===== src/rtl/sf_alu_pkg.sv =====
package sf_alu_pkg;
  localparam int unsigned DATA_W = 8;
  localparam int unsigned OP_W   = 4;

  typedef enum logic [OP_W-1:0] {
    OP_MOVE  = 4'd0,
    OP_XOR   = 4'd1,
    OP_AND   = 4'd2,
    OP_OR    = 4'd3,
    OP_ADD   = 4'd4,
    OP_ADDF  = 4'd5,
    OP_SUBF  = 4'd6,
    OP_NOT   = 4'd7,
    OP_RR    = 4'd8,
    OP_INCF  = 4'd9,
    OP_DECF  = 4'd10,
    OP_SET   = 4'd11,
    OP_RESET = 4'd12,
    OP_FLIPF = 4'd13,
    OP_RSV0  = 4'd14,
    OP_RSV1  = 4'd15
  } sf_op_e;

  typedef enum logic [1:0] {
    UNIT_LOGIC = 2'd0,
    UNIT_ARITH = 2'd1,
    UNIT_FLAG  = 2'd2
  } sf_unit_e;

  function automatic sf_unit_e unit_of(sf_op_e op);
    case (op)
      OP_MOVE, OP_XOR, OP_AND, OP_OR, OP_NOT:       unit_of = UNIT_LOGIC;
      OP_ADD, OP_ADDF, OP_SUBF, OP_INCF, OP_DECF:   unit_of = UNIT_ARITH;
      default:                                      unit_of = UNIT_FLAG;
    endcase
  endfunction
endpackage


===== src/rtl/sf_logic_unit.sv =====
module sf_logic_unit
  import sf_alu_pkg::*;
#(
  parameter int unsigned W = DATA_W
) (
  input  sf_op_e         op_i,
  input  logic [W-1:0]   d_i,
  input  logic [W-1:0]   r_i,
  input  logic           f_i,
  output logic [W-1:0]   res_o,
  output logic           f_o,
  output logic           we_o
);
  logic [W-1:0] val;
  logic         all_zero;
  logic         all_one;

  always_comb begin
    case (op_i)
      OP_XOR:  val = d_i ^ r_i;
      OP_AND:  val = d_i & r_i;
      OP_OR:   val = d_i | r_i;
      OP_NOT:  val = ~d_i;
      default: val = r_i;
    endcase
  end

  assign all_zero = ~|val;
  assign all_one  = &val;

  always_comb begin
    we_o  = 1'b1;
    res_o = val;
    case (op_i)
      OP_XOR:  f_o = all_zero | all_one;
      OP_AND:  f_o = all_zero;
      OP_OR:   f_o = all_one;
      OP_NOT:  f_o = ~f_i;
      default: f_o = f_i;
    endcase
  end
endmodule


===== src/rtl/sf_arith_unit.sv =====
module sf_arith_unit
  import sf_alu_pkg::*;
#(
  parameter int unsigned W = DATA_W
) (
  input  sf_op_e         op_i,
  input  logic [W-1:0]   d_i,
  input  logic [W-1:0]   r_i,
  input  logic           f_i,
  output logic [W-1:0]   res_o,
  output logic           f_o,
  output logic           we_o
);
  localparam int unsigned XW = W + 1;

  logic [XW-1:0] d_x;
  logic [XW-1:0] opnd_x;
  logic [XW-1:0] cin_x;
  logic [XW-1:0] sum_x;
  logic [XW-1:0] dif_x;
  logic          do_sub;
  logic          active;

  assign d_x = {1'b0, d_i};

  // second operand and carry/borrow in per operation
  always_comb begin
    opnd_x = {XW{1'b0}};
    cin_x  = {XW{1'b0}};
    do_sub = 1'b0;
    active = 1'b1;
    case (op_i)
      OP_ADD:  opnd_x = {1'b0, r_i};
      OP_ADDF: begin
        opnd_x = {1'b0, r_i};
        cin_x  = {{W{1'b0}}, f_i};
      end
      OP_SUBF: begin
        opnd_x = {1'b0, r_i};
        cin_x  = {{W{1'b0}}, f_i};
        do_sub = 1'b1;
      end
      OP_INCF: begin
        cin_x  = {{W{1'b0}}, 1'b1};
        active = f_i;
      end
      OP_DECF: begin
        cin_x  = {{W{1'b0}}, 1'b1};
        do_sub = 1'b1;
        active = ~f_i;
      end
      default: active = 1'b0;
    endcase
  end

  assign sum_x = d_x + opnd_x + cin_x;
  assign dif_x = d_x - opnd_x - cin_x;

  always_comb begin
    if (!active) begin
      res_o = d_i;
      f_o   = f_i;
      we_o  = 1'b0;
    end else if (do_sub) begin
      res_o = dif_x[W-1:0];
      f_o   = dif_x[W];
      we_o  = 1'b1;
    end else begin
      res_o = sum_x[W-1:0];
      f_o   = sum_x[W];
      we_o  = 1'b1;
    end
  end
endmodule


===== src/rtl/sf_flag_unit.sv =====
module sf_flag_unit
  import sf_alu_pkg::*;
#(
  parameter int unsigned W = DATA_W
) (
  input  sf_op_e         op_i,
  input  logic [W-1:0]   d_i,
  input  logic           f_i,
  output logic [W-1:0]   res_o,
  output logic           f_o,
  output logic           we_o
);
  always_comb begin
    res_o = d_i;
    f_o   = f_i;
    we_o  = 1'b0;
    case (op_i)
      OP_RR: begin
        res_o = {f_i, d_i[W-1:1]};
        f_o   = d_i[0];
        we_o  = 1'b1;
      end
      OP_SET:   f_o = 1'b1;
      OP_RESET: f_o = 1'b0;
      OP_FLIPF: f_o = ~f_i;
      default:  ;
    endcase
  end
endmodule


===== src/rtl/sf_alu.sv =====
module sf_alu
  import sf_alu_pkg::*;
#(
  parameter int unsigned W = DATA_W
) (
  input  logic [OP_W-1:0] op_i,
  input  logic [W-1:0]    d_i,
  input  logic [W-1:0]    r_i,
  input  logic            f_i,
  output logic [W-1:0]    res_o,
  output logic            f_o,
  output logic            we_o
);
  sf_op_e   op;
  sf_unit_e sel;

  logic [W-1:0] lg_res, ar_res, fl_res;
  logic         lg_f, ar_f, fl_f;
  logic         lg_we, ar_we, fl_we;

  assign op  = sf_op_e'(op_i);
  assign sel = unit_of(op);

  sf_logic_unit #(.W(W)) u_logic (
    .op_i(op), .d_i(d_i), .r_i(r_i), .f_i(f_i),
    .res_o(lg_res), .f_o(lg_f), .we_o(lg_we)
  );

  sf_arith_unit #(.W(W)) u_arith (
    .op_i(op), .d_i(d_i), .r_i(r_i), .f_i(f_i),
    .res_o(ar_res), .f_o(ar_f), .we_o(ar_we)
  );

  sf_flag_unit #(.W(W)) u_flag (
    .op_i(op), .d_i(d_i), .f_i(f_i),
    .res_o(fl_res), .f_o(fl_f), .we_o(fl_we)
  );

  always_comb begin
    case (sel)
      UNIT_LOGIC: begin
        res_o = lg_res; f_o = lg_f; we_o = lg_we;
      end
      UNIT_ARITH: begin
        res_o = ar_res; f_o = ar_f; we_o = ar_we;
      end
      default: begin
        res_o = fl_res; f_o = fl_f; we_o = fl_we;
      end
    endcase
  end
endmodule


===== config.mk =====
export PLATFORM = sky130hd
export DESIGN_NAME = sf_alu
export DESIGN_NICKNAME = d
export VERILOG_FILES = /design/src/rtl/sf_alu_pkg.sv /design/src/rtl/sf_logic_unit.sv /design/src/rtl/sf_arith_unit.sv /design/src/rtl/sf_flag_unit.sv /design/src/rtl/sf_alu.sv
export SDC_FILE = /design/constraint.sdc
export NUM_CORES = 1
export LEC_CHECK = 0
export ABC_CLOCK_PERIOD_IN_PS = 5700
export BUFFER_PORTS_ARGS = -buffer_cell sky130_fd_sc_hd__clkbuf_2
export CAP_MARGIN = 20
export CORE_ASPECT_RATIO = 0.6
export CORE_UTILIZATION = 60
export DETAILED_ROUTE_END_ITERATION = 6
export PLACE_DENSITY = 0.91
export SYNTH_ARGS = -nofsm -noshare
export SYNTH_HDL_FRONTEND = slang
export SYNTH_HIERARCHICAL = 1
export SYNTH_SLANG_ARGS = --single-unit

===== constraint.sdc =====
create_clock -name vclk -period 5.7
set_clock_uncertainty 0.1 [all_clocks]
set_input_delay 1.425 -clock vclk [all_inputs]
set_output_delay 1.425 -clock vclk [all_outputs]
set_load 0.05 [all_outputs]

==> results of run 1 <==
==> routing by layer <==
metal,vias up,part of all wire,global-route usage
li1,1207,-,-
met1,1194,0.42,0.483
met2,165,0.46,0.632
met3,33,0.085,0.0500
met4,0,0.037,0.123
met5,-,0,0
==> power by group <==
group | leakage, nW | total [W] | switching [W] | internal, W
sequential | 0 | 0 | 0 | 0
combinational | 1.54 | 0.000345 | 0.000192 | 0.000154
clock | 0 | 0 | 0 | 0
==> worst min-delay path by stage <==
stage,start,end,slack [ns],cells past startpoint
2_1_floorplan,d_i[4],res_o[4],3.24,4
3_3_place_gp,op_i[3],res_o[1],3.28,4
3_5_place_dp,op_i[3],res_o[1],3.32,4
4_1_cts,op_i[3],res_o[1],3.36,4
5_1_grt,op_i[3],res_o[1],3.31,4
6_report,op_i[3],res_o[1],3.29,4
==> timing repair <==
item | CTS | global route
buffers inserted | 1 | 3
pin swaps | 13 | 8
resized for setup | 44 | 13
endpoints found under the setup margin | 6 | 6
==> metrics by stage <==
stage | instance area (µm²) | power, W
global placement | 2880 | 0.000285
finish | 3140 | 0.000345
global route | 3140 | 0.000367
floorplan | 2370 | 0.000195
detailed placement | 2880 | 0.000298
CTS | 3090 | 0.000325
==> cell usage after synthesis, types with 2 or more instances <==
cell type / count / share of area
a2111o_1: 2 / 0.0097
a211oi_1: 3 / 0.0097
a21o_1: 4 / 0.013
a21oi_1: 14 / 0.030
a221o_1: 2 / 0.0087
a221o_2: 5 / 0.024
a221oi_1: 2 / 0.0076
a31oi_1: 7 / 0.019
and2_1: 12 / 0.032
buf_2: 2 / 0.0043
buf_4: 5 / 0.016
buf_6: 3 / 0.015
clkbuf_1: 3 / 0.0049
fa_1: 4 / 0.035
ha_1: 38 / 0.21
inv_1: 41 / 0.067
mux2_2: 9 / 0.044
mux2i_1: 32 / 0.14
nand2_1: 16 / 0.026
nand2b_1: 10 / 0.027
nand3_1: 3 / 0.0065
nand4b_1: 3 / 0.011
nor2_1: 24 / 0.039
nor2b_1: 4 / 0.011
nor3b_1: 3 / 0.0097
nor4b_2: 2 / 0.013
o211ai_1: 2 / 0.0065
o21ai_0: 7 / 0.015
o21bai_1: 4 / 0.013
o2bb2ai_1: 3 / 0.011
o31ai_1: 2 / 0.0065
o32ai_1: 2 / 0.0076
xnor2_1: 9 / 0.034
xor2_1: 4 / 0.015
==> layout by cell type, fill, tap and decap left out, types with 3 or more instances in the layout <==
cell type | Yosys | layout
a211oi_1 | 3 | 3
a21o_1 | 4 | 4
a21oi_1 | 14 | 8
a21oi_2 | 0 | 5
a221o_2 | 5 | 5
a31oi_1 | 7 | 5
and2_1 | 12 | 9
and2_4 | 0 | 3
buf_12 | 0 | 4
buf_4 | 5 | 47
buf_6 | 3 | 3
buf_8 | 0 | 3
clkbuf_2 | 1 | 21
ha_1 | 38 | 31
ha_4 | 0 | 5
inv_1 | 41 | 37
inv_2 | 0 | 4
mux2_2 | 9 | 9
mux2i_1 | 32 | 23
mux2i_2 | 0 | 5
mux2i_4 | 0 | 4
nand2_1 | 16 | 16
nand2b_1 | 10 | 10
nand3_1 | 3 | 3
nand4b_1 | 3 | 3
nor2_1 | 24 | 24
nor3b_1 | 3 | 3
o21ai_0 | 7 | 4
o21bai_1 | 4 | 4
o2bb2ai_1 | 3 | 3
xnor2_1 | 9 | 9
xor2_1 | 4 | 4
==> cell type report <==
type	count	area, µm²	area share
Timing Repair Buffer	79	631	0.201
Multi-Input combinational cell	248	2290	0.731
Inverter	41	154	0.0491
Tap cell	47	58.8	0.0187
==> kinds of logic (layout without fill, tap and decap cells) <==
kind of cell             Yosys count  count (layout)  share of synthesized area
XOR/XNOR                          13              13                     0.0493
buffers and inverters             55             120                      0.109
AO/OA/AOI/OAI                     66              66                      0.210
adder cells (fa/ha/maj)           42              42                      0.240
other                              1               1                    0.00162
multiplexers                      41              41                      0.182
AND/OR/NAND/NOR                   85              85                      0.208
==> impl_metrics.toml, run 1 <==
[outcome]
status = "complete, but fails checks"
violations = "negative setup slack"

[critical_path]
cp.arrival_ns = 4.39
path_buf_inv = 4
end_kind = "output port"
cp-startpoint = "op_i[2]"
crit_chain = "buf_8 > nor2b_4 > a21boi_4 > and2_4 > fa_1 > inv_1 > ha_2 > o21ai_2 > nand3b_1 > buf_4 > a21oi_2 > xnor2_1 > nand2_1 > a31oi_4 > mux2i_1 > mux2i_4 > buf_8"
cp_slowest_cell = "fa_1"
critical-path-top-delay-family = "adder cells"
start_kind = "input pin"
crit_top_cell = "buf_8"
crit_path_end = "res_o[7]"
cp.depth = 17
worstSetupPathType = "input pin to output port"
path_max_fanout = 3
crit_required_ns = 4.18
max_stage_delay_ns = 0.56

[final_layout]
fin_cells = 415
fin_nets = 433
design.seq.count = 0
fill_cells = 194
clock_buffers = 0
drive_above_1_share = 0.372
n_antenna_cell = 0
regArea_um2 = 0
syn_to_final_growth_pct = 35.7
utilization = 0.852

[power_and_ir_drop]
irDropWorstVdd_mv = 0.0966
power.density_nw_per_um2 = 110
leakagePower_nw = 1.54

[floorplan]
die_y_um = 50.1
die_x_um = 82.1
start_util = 0.628
core_um2 = 3680
num_rows = 17
ioPinCount = 31
dieArea_um2 = 4110

[place]
dp_worst_setup_slack_ns = -0.388
hpwlAfterDp_mm = 5.50
place_congestion = 0.983
port_buffers = 31
placed_cells = 411

[global_routing]
grt_pass1_wl_mm = 11.7
grt_max_degree = 30
grtUsageTotal = 0.374
antenna_found_initial = 0
grt_pass1_vias = 2455
overflow = 0

[logic_synthesis]
ys_seq_area_frac = 0
syn_nets = 366
postSynthAreaPerCell_um2 = 7.63
yosysUniqueCellTypes = 51
netlist_instances = 303
yosys_warnings = 6
synth_area_um2 = 2310

[timing]
setup_viol = 6
timing.final.crit_share = 1.04
worst_slew_pin_slew_ns = 0.797
rsz0062_at_grt = "yes"
hold_violations = 0
period_minus_slack_ns = 5.92
fin_hold_ws_ns = 3.29
relSlewSlack = 0.468
fmax_ghz = 0.169
layout_setup_ws_ns = -0.219
slew_viol_final = 0
tns_ns = -0.848

[drt]
drtPass1Iterations = 5
via_per_inst = 6.26
drt_iter0_markers = 242
routed_wl_mm = 7.70
num_vias = 2599
ant_nets = 0
drc = 0
wl_per_cell_um = 18.5

[worst_hold_path]
worst_hold_path_type = "input pin to output port"

[job]
max_cap_violations = 0

[clock_network]
cts_hold_buf = 0
No activity file was read; power rests on OpenSTA's default activity.
==> inputs of run 2 (changes only) <==
CORE_UTILIZATION = 42   (was 60)
PLACE_DENSITY = 0.69   (was 0.91)
==> impl_metrics.toml, run 2 (synthesis results as in run 1) <==
[outcome]
status = "complete, but fails checks"
violations = "design-rule violations, negative setup slack"

[drt]
wl_per_cell_um = 16.6
drtPass1Iterations = 7
drc = 8
ant_nets = 0
via_per_inst = 5.67
drt_iter0_markers = 230
routed_wl_mm = 7.19
num_vias = 2462

[final_layout]
final_common_cell = "buf_4"
design.seq.count = 0
fill_cells = 461
fin_nets = 433
n_antenna_cell = 0
regArea_um2 = 0
utilization = 0.624
clock_buffers = 0
final_cell_mix = "buf_4, inv_1, ha_1"
syn_to_final_growth_pct = 40.0
design_area_um2 = 3230
drive_above_1_share = 0.402

[power_and_ir_drop]
p_sw_w = 0.000189
pwr-share-clk = 0
leakagePower_nw = 1.57
swShare = 0.544
irDropWorstVdd_mv = 0.0902
power.density_nw_per_um2 = 107
p_total_w = 0.000347
seq_power_share = 0
internal_power_w = 0.000158
p_comb_frac = 1.000

[global_routing]
grtUsageTotal = 0.245
gr-usage-met3 = 0.00708
grt_pass1_wl_mm = 11.4
grt_max_degree = 28
use_met2 = 0.420
overflow = 0
antenna_found_initial = 0
grt_pass1_vias = 2275
grt_use_met1 = 0.362
grt-busiest-layer = "met2"

[floorplan]
core_um2 = 5180
die_x_um = 97.8
ioPinCount = 31
start_util = 0.446
num_rows = 20
dieArea_um2 = 5810
die_y_um = 59.5

[timing]
setup_viol = 5
worst_slew_pin_slew_ns = 0.794
relSlewSlack = 0.471
fmax_ghz = 0.173
fin_hold_ws_ns = 3.25
rsz0062_at_grt = "yes"
layout_setup_ws_ns = -0.0863
slew_viol_final = 0
hold_violations = 0
period_minus_slack_ns = 5.79
timing.final.crit_share = 1.02

[critical_path]
cp-startpoint = "op_i[2]"
cp.depth = 16
cp.arrival_ns = 4.26
end_kind = "output port"
crit_chain = "buf_6 > nor2b_4 > a21boi_4 > and2_4 > fa_2 > inv_2 > ha_2 > o21ai_2 > nand3b_1 > buf_4 > xor2_1 > o211ai_1 > o21ai_1 > mux2i_1 > mux2i_2 > buf_6"
worstSetupPathType = "input pin to output port"
cp_slowest_cell = "fa_2"
crit_path_end = "res_o[3]"
crit_required_ns = 4.18
path_max_fanout = 3
critical-path-top-delay-family = "adder cells"
path_buf_inv = 4
start_kind = "input pin"
crit_top_cell = "buf_6"
max_stage_delay_ns = 0.57

[worst_hold_path]
hold_depth = 4
worst_hold_path_type = "input pin to output port"

[place]
port_buffers = 31
dp_worst_setup_slack_ns = -0.376
place_congestion = 0.846
placed_cell_area_um2 = 2920
hpwlAfterDp_mm = 5.47

[job]
max_cap_violations = 0

[clock_network]
cts_hold_buf = 0
-- run 2: worst min path at each step --
stage	slack (ns)	endpoint	start
finish	3.25	res_o[1]	op_i[3]
floorplan	3.24	res_o[4]	d_i[4]
CTS	3.29	res_o[1]	op_i[3]
global route	3.29	res_o[1]	op_i[3]
detailed placement	3.29	res_o[1]	op_i[3]
global placement	3.26	res_o[1]	op_i[3]
-- run 2: final cells by class --
| class | count | area [µm²] | share of cell area |
|---|---|---|---|
| multi-input combinational | 248 | 2350 | 0.726 |
| tap | 66 | 82.6 | 0.0255 |
| inverter | 41 | 156 | 0.0484 |
| timing repair buffer | 79 | 646 | 0.200 |
-- run 2: layer usage --
layer | vias to the layer above | wire, µm
met2 | 87 | 3340
li1 | 1201 | -
met3 | 2 | 363
met5 | - | 0
met4 | 0 | 6
met1 | 1172 | 3470
-- run 2: power by group through the flow --
| stage | sequential, W | clock [W] | combinational [W] |
|---|---|---|---|
| 6_report | 0 | 0 | 0.000347 |
| 5_1_grt | 0 | 0 | 0.000371 |
| 2_1_floorplan | 0 | 0 | 0.000195 |
| 4_1_cts | 0 | 0 | 0.000325 |
| 3_5_place_dp | 0 | 0 | 0.000304 |
| 3_3_place_gp | 0 | 0 | 0.000296 |
-- run 2: timing repair --
item,CTS,global route
gates resized for setup,42,25
endpoints found under the setup margin,6,6
buffers inserted,1,3
pin swaps,16,9
gates cloned,0,1
-- run 2: through the flow --
step / instances / TNS [ns]
detailed placement: 429 / -1.73
global placement: 429 / -1.11
floorplan: 303 / -0.0590
global route: 434 / -0.974
CTS: 430 / -0.141
finish: 434 / -0.264
